### config.mk
export PLATFORM = sky130hd
export DESIGN_NAME = wt_coalesce_buf
export DESIGN_NICKNAME = d
export VERILOG_FILES = /design/src/rtl/wcb_pkg.sv /design/src/rtl/wcb_tag_cmp.sv /design/src/rtl/wt_coalesce_buf.sv
export SDC_FILE = /design/constraint.sdc
export NUM_CORES = 2
export LEC_CHECK = 0
export ABC_AREA = 0
export BUFFER_PORTS_ARGS = -buffer_cell sky130_fd_sc_hd__buf_4
export CORE_MARGIN = 1
export CORE_UTILIZATION = 25
export CTS_CLUSTER_DIAMETER = 100
export DETAILED_ROUTE_END_ITERATION = 10
export MAX_ROUTING_LAYER = met4
export RECOVER_POWER = 100
export SLEW_MARGIN = 20
export SYNTH_ARGS = -nofsm -noshare
export SYNTH_HDL_FRONTEND = slang
export SYNTH_HIERARCHICAL = 1
export SYNTH_SLANG_ARGS = --single-unit
### constraint.sdc
create_clock -name clk -period 6 [get_ports clk]
set_input_delay 0.6 -clock clk [delete_from_list [all_inputs] [get_ports clk]]
set_output_delay 0.6 -clock clk [all_outputs]
set_load 0.01 [all_outputs]
### src/rtl/wcb_pkg.sv
package wcb_pkg;
    localparam int unsigned WORD_W   = 32;
    localparam int unsigned LANE_W   = 8;
    localparam int unsigned WORD_BYT = WORD_W / LANE_W;
endpackage

### src/rtl/wcb_tag_cmp.sv
module wcb_tag_cmp #(
    parameter int unsigned TAG_W = 28
) (
    input  logic             slot_vld,
    input  logic [TAG_W-1:0] slot_tag,
    input  logic [TAG_W-1:0] probe_st,
    input  logic [TAG_W-1:0] probe_lk,
    output logic             match_st,
    output logic             match_lk
);
    always_comb begin
        match_st = slot_vld && (slot_tag == probe_st);
        match_lk = slot_vld && (slot_tag == probe_lk);
    end
endmodule

### src/rtl/wt_coalesce_buf.sv
module wt_coalesce_buf
    import wcb_pkg::*;
#(
    parameter int unsigned ADDR_W     = 32,
    parameter int unsigned DEPTH      = 4,   // power of two
    parameter int unsigned LINE_WORDS = 4    // power of two, >= 2
) (
    input  logic                             clk,
    input  logic                             rst_n,
    input  logic                             st_valid,
    input  logic [ADDR_W-1:0]                st_addr,
    input  logic [WORD_W-1:0]                st_data,
    input  logic [WORD_BYT-1:0]              st_be,
    output logic                             st_ready,
    input  logic [ADDR_W-1:0]                lk_addr,
    input  logic [WORD_BYT-1:0]              lk_be,
    output logic                             lk_hit,
    output logic                             lk_stall,
    output logic [WORD_W-1:0]                lk_data,
    output logic                             mem_req,
    output logic [ADDR_W-1:0]                mem_addr,
    output logic [LINE_WORDS*WORD_W-1:0]     mem_data,
    output logic [LINE_WORDS*WORD_BYT-1:0]   mem_be,
    input  logic                             mem_ack,
    output logic                             full,
    output logic                             empty
);
    localparam int unsigned LINE_BYT = LINE_WORDS * WORD_BYT;
    localparam int unsigned LINE_W   = LINE_BYT * LANE_W;
    localparam int unsigned OFF_W    = $clog2(LINE_BYT);
    localparam int unsigned LSEL_W   = $clog2(WORD_BYT);
    localparam int unsigned WSEL_W   = $clog2(LINE_WORDS);
    localparam int unsigned TAG_W    = ADDR_W - OFF_W;
    localparam int unsigned PTR_W    = $clog2(DEPTH);

    typedef struct packed {
        logic [DEPTH-1:0]                vld;
        logic [DEPTH-1:0][TAG_W-1:0]     tag;
        logic [DEPTH-1:0][LINE_W-1:0]    data;
        logic [DEPTH-1:0][LINE_BYT-1:0]  bmask;
        logic [PTR_W-1:0]                head;
        logic [PTR_W-1:0]                tail;
    } wq_state_t;

    wq_state_t s_q, s_d;

    logic [TAG_W-1:0]  st_tag, lk_tag;
    logic [WSEL_W-1:0] st_word, lk_word;
    logic [DEPTH-1:0]  st_match, lk_match;

    assign st_tag  = st_addr[ADDR_W-1:OFF_W];
    assign lk_tag  = lk_addr[ADDR_W-1:OFF_W];
    assign st_word = st_addr[OFF_W-1:LSEL_W];
    assign lk_word = lk_addr[OFF_W-1:LSEL_W];

    for (genvar g = 0; g < DEPTH; g++) begin : g_cmp
        wcb_tag_cmp #(.TAG_W(TAG_W)) u_cmp (
            .slot_vld (s_q.vld[g]),
            .slot_tag (s_q.tag[g]),
            .probe_st (st_tag),
            .probe_lk (lk_tag),
            .match_st (st_match[g]),
            .match_lk (lk_match[g])
        );
    end

    // merge target: any matching slot except the locked front one
    logic             merge_ok;
    logic [PTR_W-1:0] merge_idx;
    always_comb begin
        merge_ok  = 1'b0;
        merge_idx = '0;
        for (int i = 0; i < DEPTH; i++) begin
            if (st_match[i] && (PTR_W'(i) != s_q.head)) begin
                merge_ok  = 1'b1;
                merge_idx = PTR_W'(i);
            end
        end
    end

    // lookup: walk from oldest to newest, newest match wins
    logic             lk_any;
    logic [PTR_W-1:0] lk_sel;
    logic [PTR_W-1:0] lk_pos;
    logic [LINE_BYT-1:0] lk_need;
    always_comb begin
        lk_any = 1'b0;
        lk_sel = '0;
        lk_pos = '0;
        for (int k = 0; k < DEPTH; k++) begin
            lk_pos = s_q.head + PTR_W'(k);
            if (lk_match[lk_pos]) begin
                lk_any = 1'b1;
                lk_sel = lk_pos;
            end
        end
        lk_need  = LINE_BYT'(lk_be) << (int'(lk_word) * WORD_BYT);
        lk_hit   = lk_any && ((s_q.bmask[lk_sel] & lk_need) == lk_need);
        lk_stall = lk_any && ((s_q.bmask[lk_sel] & lk_need) != lk_need);
        lk_data  = s_q.data[lk_sel][int'(lk_word)*WORD_W +: WORD_W];
    end

    assign full     = &s_q.vld;
    assign empty    = ~|s_q.vld;
    assign mem_req  = s_q.vld[s_q.head];
    assign mem_addr = {s_q.tag[s_q.head], {OFF_W{1'b0}}};
    assign mem_data = s_q.data[s_q.head];
    assign mem_be   = s_q.bmask[s_q.head];
    assign st_ready = merge_ok || !full;

    logic [PTR_W-1:0] tgt;
    always_comb begin
        s_d = s_q;
        tgt = merge_ok ? merge_idx : s_q.tail;
        if (mem_req && mem_ack) begin
            s_d.vld[s_q.head]   = 1'b0;
            s_d.bmask[s_q.head] = '0;
            s_d.head            = s_q.head + 1'b1;
        end
        if (st_valid && st_ready) begin
            if (!merge_ok) begin
                s_d.vld[tgt]   = 1'b1;
                s_d.tag[tgt]   = st_tag;
                s_d.bmask[tgt] = '0;
                s_d.data[tgt]  = '0;
                s_d.tail       = s_q.tail + 1'b1;
            end
            for (int b = 0; b < WORD_BYT; b++) begin
                if (st_be[b]) begin
                    s_d.data[tgt][(int'(st_word)*WORD_BYT + b)*LANE_W +: LANE_W] =
                        st_data[b*LANE_W +: LANE_W];
                    s_d.bmask[tgt][int'(st_word)*WORD_BYT + b] = 1'b1;
                end
            end
        end
    end

    always_ff @(posedge clk or negedge rst_n) begin
        if (!rst_n) s_q <= '0;
        else        s_q <= s_d;
    end

    // front line is frozen while its request waits
    a_r5_front_stable: assert property (@(posedge clk) disable iff (!rst_n)
        (mem_req && !mem_ack) |=> (mem_req && $stable(mem_addr)
                                   && $stable(mem_data) && $stable(mem_be)));

    a_r6_full_holds: assert property (@(posedge clk) disable iff (!rst_n)
        (full && !(mem_req && mem_ack)) |=> full);

    a_r8_hit_stall_excl: assert property (@(posedge clk) disable iff (!rst_n)
        !(lk_hit && lk_stall));

    a_r9_empty_no_probe: assert property (@(posedge clk) disable iff (!rst_n)
        empty |-> (!lk_hit && !lk_stall));

    a_r10_req_vs_empty: assert property (@(posedge clk) disable iff (!rst_n)
        mem_req == !empty);
endmodule

# Word-level counts from Yosys, hierarchy flattened
# Index checks and enable logic that the tools add are counted.
[totals] ff_bits=696 latchBits=0 ramBits=0 rom_bits=0 input_bits=108 out_inout_bits=214 word_cells=200 mem_count=0
[op_classes] n_addsub=11 n_mul=0 div=0 order_cmp=16 n_eq_ne=14 shifts=10 n_mux=89 bitwise_logic=15 reduce_logical=30
[ops] cell="2-to-1 mux 576 bit" n=7
[ops] cell="2-to-1 mux 692 bit" n=3
[ops] cell="bitwise mux 512 bit" n=4
[ops] cell="demux 128 bit (select 2 bit)" n=5
[ops] cell="2-to-1 mux 128 bit" n=7
[ops] cell="AND 512 bit" n=1
[ops] cell="binary-select mux 128 bit (select 2 bit)" n=2
[ops] cell="NOT 512 bit" n=1
[ops] cell="variable shift 8 x 34 -> 128 bit (first input constant)" n=4
[ops] cell="variable part select 8 x 34 -> 128 bit" n=4
[ops] cell="bitwise OR 64 bit" n=4
[ops] cell="== test 28 bit" n=8
[ops] cell="demux 16 bit (select 2 bit)" n=6
[ops] cell="AND 64 bit" n=2
[ops] cell="NOT 64 bit" n=2
[ops] cell="variable part select 128 x 8 -> 32 bit" n=1
[ops] cell="bitwise mux 112 bit" n=1
[ops] cell="2-to-1 mux 16 bit" n=7
[ops] cell="negation 32 -> 34 bit" n=3
[ops] cell="2-to-1 mux 66 bit" n=1
[ops] cell="binary-select mux 16 bit (select 2 bit)" n=2
[ops] cell="binary-select mux 28 bit (select 2 bit)" n=1
[ops] cell="demux 28 bit (select 2 bit)" n=1
[ops] cell="2-to-1 mux 28 bit" n=2
[ops] cell="other kinds (36)" n=106

# Longest topological paths before layout
[logic_depth] depth_word=28 mapped_depth=18 mapped_depth_nobuf=12

# By module
# Netlist, hierarchy kept.
[by_module_without_submodules] mod="wt_coalesce_buf" instances=1 cells_each=4233 area_per_inst_um2=38998.7 seq_area_each_um2=17416.7
[by_module_without_submodules] mod="wcb_tag_cmp" instances=4 cells_each=79 area_per_inst_um2=624.3 seq_area_each_um2=0.0

# Worst setup path after synthesis
# Ideal clock, no wire load.
[synth_path] kind="flip-flop to output port" start="register s_q[3] (netlist bit)" end="output port lk_hit" arrival_time_ns=4.176 required_time_ns=5.400 path_slack_ns=1.224 path_stages_with_launch=16 path_buffers=6 path_cell_list="dfrtp_1 > clkbuf_1 > clkbuf_1 > clkbuf_1 > buf_1 > inv_1 > ha_1 > clkbuf_1 > mux2_2 > a21oi_1 > nand2_2 > buf_6 > mux2_4 > a211oi_2 > a41oi_1 > nor4b_2"
[synth_via] elab_chain_len=11 word_cells_on_any_way=24 classes_between="3 x add/sub; 1 x eq/ne; 18 x mux; 1 x bitwise; 1 x reduce/logical"
[synth_rtl] element="start: declaration" line_no="wt_coalesce_buf.sv:45" text="wq_state_t s_q, s_d;"
[synth_rtl] element="start signal: assignment" line_no="wt_coalesce_buf.sv:139" text="if (!rst_n) s_q <= '0;"
[synth_rtl] element="start signal: assignment" line_no="wt_coalesce_buf.sv:140" text="else s_q <= s_d;"
[synth_rtl] element="adder 2 x 1 -> 2 bit or binary-select mux 1 bit (select 2 bit) (tied branches)" line_no="wt_coalesce_buf.sv:91, wt_coalesce_buf.sv:92"
[synth_rtl] element="binary-select mux 1 bit (select 2 bit) or 2-to-1 mux 1 bit (tied branches)" line_no="wt_coalesce_buf.sv:92" text="if (lk_match[lk_pos]) begin"
[synth_rtl] element="2-to-1 mux 1 bit (not written as such) or 2-to-1 mux 2 bit (tied branches)" line_no="wt_coalesce_buf.sv:92"
[synth_rtl] element="2-to-1 mux 2 bit (3 in a row)" line_no="wt_coalesce_buf.sv:92"
[synth_rtl] element="binary-select mux 16 bit (select 2 bit)" line_no="wt_coalesce_buf.sv:98" text="lk_hit = lk_any && ((s_q.bmask[lk_sel] & lk_need) == lk_need);"
[synth_rtl] element="2-to-1 mux 16 bit (not written as such)" line_no="wt_coalesce_buf.sv:98"
[synth_rtl] element="AND 16 bit" line_no="wt_coalesce_buf.sv:98"
[synth_rtl] element="== test 16 bit" line_no="wt_coalesce_buf.sv:98"
[synth_rtl] element="logical AND 1 bit (*)" line_no="wt_coalesce_buf.sv:98"
[synth_rtl] element="end: declaration" line_no="wt_coalesce_buf.sv:17" text="output logic lk_hit,"
# Every way passes the cells marked *; elsewhere a longest branch is shown, timed or not. The select of a mux whose other input is x is not followed.

# Worst setup path in the final report
[layout_path] start="register s_q[686] (netlist bit)" end="register s_q[377] (netlist bit)"
[layout_via] elab_chain_len=24 word_cells_on_any_way=36 classes_between="2 x order compare; 1 x eq/ne; 26 x mux; 2 x bitwise; 5 x reduce/logical"
[layout_rtl] element="== test 28 bit (*)" line_no="wcb_tag_cmp.sv:12" text="match_st = slot_vld && (slot_tag == probe_st);"
[layout_rtl] element="logical AND 1 bit (*)" line_no="wcb_tag_cmp.sv:12"
[layout_rtl] element="named net st_match[3]" line_no="wt_coalesce_buf.sv:49" text="logic [DEPTH-1:0] st_match, lk_match;"
[layout_rtl] element="logical AND 1 bit (*)" line_no="wt_coalesce_buf.sv:74" text="if (st_match[i] && (PTR_W'(i) != s_q.head)) begin"
[layout_rtl] element="2-to-1 mux 2 bit or 2-to-1 mux 1 bit (tied branches)" line_no="wt_coalesce_buf.sv:74"
[layout_rtl] element="2-to-1 mux 2 bit" line_no="wt_coalesce_buf.sv:114" text="tgt = merge_ok ? merge_idx : s_q.tail;"
[layout_rtl] element="less-than comparator 2 x 3 -> 1 bit (not written as such) or >= comparator 2 x 1 -> 1 bit (tied branches)" line_no="wt_coalesce_buf.sv:125, wt_coalesce_buf.sv:130"
[layout_rtl] element="logical AND 1 bit (not written as such)" line_no="wt_coalesce_buf.sv:125, wt_coalesce_buf.sv:130"
[layout_rtl] element="(+9 left out)"
[layout_rtl] element="bitwise mux 512 bit" line_no="wt_coalesce_buf.sv:130" text="s_d.data[tgt][(int'(st_word)*WORD_BYT + b)*LANE_W +: LANE_W] ="
[layout_rtl] element="2-to-1 mux 576 bit" line_no="wt_coalesce_buf.sv:129" text="if (st_be[b]) begin"
[layout_rtl] element="2-to-1 mux 576 bit" line_no="wt_coalesce_buf.sv:120" text="if (st_valid && st_ready) begin"
[layout_rtl] element="bitwise mux 512 bit" line_no="wt_coalesce_buf.sv:130"
[layout_rtl] element="2-to-1 mux 576 bit" line_no="wt_coalesce_buf.sv:129"
[layout_rtl] element="2-to-1 mux 576 bit" line_no="wt_coalesce_buf.sv:120"
[layout_rtl] element="bitwise mux 512 bit" line_no="wt_coalesce_buf.sv:130"
[layout_rtl] element="2-to-1 mux 576 bit" line_no="wt_coalesce_buf.sv:129"
# The timed path passes the listed nets; every way through them passes the cells marked *. The select of a mux whose other input is x is not followed.
# A chain may end at the register's enable or synchronous reset.

==> reports/qor.csv <==
metric,value,unit
Leakage Power,0.0191,µW
GRT Residual Overflow,0,
post-synthesis cell type count,74,
Worst setup EP type,register,
Initial Util,25.2,%
multi-input logic area,22500,µm²
grt peak-use layer,met2,
Core Region,165000,µm²
share of cells above drive strength 1,14.5,%
total CTS buffers,83,
R2R cell count,13,
pwr dens,483,nW/µm²
clock sinks,696,
WL/cell,26.4,µm
Longest Clk Path Bufs,3,
Clock Latency Late Sink,0.69,ns
met3 capacity usage during global routing,5.53,%
setup TNS,0,ns
IO Count,322,
Setup Viol. Count Final,0,
CP peak stage delay,1.17,ns
Worst Hold Launch,st_data[21],
largest net degree at the start of global routing,166,
Setup crit start kind,register,
crit path cell chain,"xor2_1, nor4_1, nand4_1, nor4_1, nor2b_1, or2_0, nor3_2, a21boi_0, clkbuf_1, and2_0, clkbuf_1, nand2_1, o21ai_0",
vias,39840,
Final GP Congestion,0.920,
Routed Antenna Nets,0,
Iter 0 DRT Violations,5429,
Reg area,17400,µm²
violated checks,"max-capacitance violations, max-slew violations",
Die H,409,µm
# H-tree levels,3,
worst slew pin tran,3.10,ns
worst hold path class,input port to register,
Area contributors post-synth,"dfrtp_1, o21ai_0, mux4_2",
critical path arrival,6.56,ns
Crit path required time,6.60,ns
first-pass GRT wire length,269000,µm
post-synth top area share,42.0,%
Post-Synthesis Cells,4549,
fmax,168,MHz
Final period util,99.4,%
met2 usage,32.0,%
WHS,0.223,ns
number of synthesized flops with an enable pin,0,
setup ws final,0.0379,ns
hold path depth,2,
skew final,0.0281,ns
final net count,4843,
Synth Cell Area,41500,µm²
Slew headroom,-107,%
Total Wirelength,185000,µm
Die Wd,409,µm
Post-Syn Area per Cell,9.12,µm²
Largest register FFs,696,
# DRC,0,
Port Buffers,313,
Syn-to-layout area delta,16.8,%
most frequently used flop master after synthesis,dfrtp_1,
R2R Path End,s_q[377]$_DFFE_PN0P_,
Yosys Warn Count,6,
max-slew violation count,775,
Tot GR Track Use,22.0,%
critical path's slowest cell,a21boi_0,
worst flop-to-flop path startpoint,s_q[686]$_DFFE_PN0P_,
Worst VDD drop,0.490,mV
Reg with most FFs,s_q,
status,"complete, but fails checks",
"top cells by count, synth","o21ai_0, nand2_1, dfrtp_1, a21oi_1, clkbuf_1",
vias in the first global route,37668,
"FF+latch count, synth",696,
DP Worst Slack,0.368,ns
post-synth top area cell,dfrtp_1,
Fillers,17450,
R2R Setup Slk,0.04,ns
met1 GRT Util,28.9,%
DR pass1 iterations,6,
Root Buffer,clkbuf_16,
fin crit period,5.96,ns
Clock transition at path regs,0.06,ns
sequential-to-total area share from yosys stat,42.0,%
maxcap violations,9,
critical setup path kind,register to register,
crit path max fanout,9,
fraction of registers with async set/reset,100,%
final number of hold-violating endpoints,0,
drt via density,5.69,
die area,168000,µm²
RSZ-0062 raised after global routing,no,
most numerous cell in the Yosys netlist,o21ai_0,
initial antenna violation count,35,
Worst Hold Path EP,s_q[441]$_DFFE_PN0P_,
post-DP HPWL,125000,µm
clock tree from TritonCTS,built,
largest registers,s_q (696),
Site Rows,149,
Crit. Startpoint,s_q[686]$_DFFE_PN0P_,
[layout make-up]
type | count | share of cell area, %
tap | 2189 | 5.65
sequential | 696 | 35.9
antenna | 26 | 0.134
timing repair buffer | 442 | 5.63
clock inverter | 30 | 0.981
clock buffer | 118 | 4.87
inverter | 37 | 0.286
multi-input combinational | 3466 | 46.5
[per-stage QoR]
stage	area (µm²)	total power, µW	cells	utilization (%)
final	48500	23400	7004	29.4
after global routing	48500	24600	7002	29.4
after CTS	49300	23900	6978	29.9
after detailed placement	46400	18400	6830	28.2
after global placement	46400	18200	6830	28.2
after floorplan	41500	13700	4552	-
[how the worst max path moves through the flow]
stage | cells after the start | to | slack [ns]
global placement | 15 | lk_data[12] | 0.38
detailed placement | 15 | lk_data[12] | 0.37
global route | 13 | s_q[248]$_DFFE_PN0P_ | 0.02
CTS | 14 | lk_data[13] | 0.07
finish | 13 | s_q[377]$_DFFE_PN0P_ | 0.04
floorplan | 15 | lk_hit | 1.22
[cells in the final DEF (no fill, tap or decap), types with 101 or more instances in the layout]
master and count:
xnor2_1 130, o21ai_0 868, buf_4 212, mux4_2 174, nand3_1 152, a21oi_1 425, dfrtp_1 694, nand2_1 836
clkbuf_1 214, mux2_2 101
[layer usage]
metal  routed length (µm)  share of wire, %
met2                82100                44
met4                 7830               4.2
met5                    0                 0
met3                19400                10
met1                75800                41
[cells by family (layout without fill, tap and decap cells)]
family          Yosys count  after routing  synth area share, %
other cells               1             30              0.00904
flops                   696            696                 42.0
fa+ha+maj                 9              9                0.271
compound gates         1667           1667                 22.7
buf+inv                 390            627                 3.96
xor+xnor                214            214                 4.52
simple gates           1250           1250                 13.2
mux                     322            322                 13.4
[worst max-delay path, delay by kind of cell (launching register included)]
family                    cells  cell delay [ns]
xor gates and xnor gates      1             0.17
and+or+nand+nor               8             3.05
buffers and inverters         2             0.69
AOI/OAI and AO/OA             2             1.49
DFF                           1             0.45
[repair_timing]
action / in CTS / in global routing
resized for setup: 1 / 8
hold endpoints to repair: 0 / 0
setup endpoints to repair: 1 / 21
setup buffers: 0 / 0
hold buffers: 0 / 0
[report_power, final]
group          switching (µW)  total, µW  leakage (µW)  internal [µW]
Sequential               1610       7870       0.00926           6270
Clock                    2180       5430       0.00138           3250
Combinational            6210      10100       0.00845           3890
(Power assumes the default switching activity.)
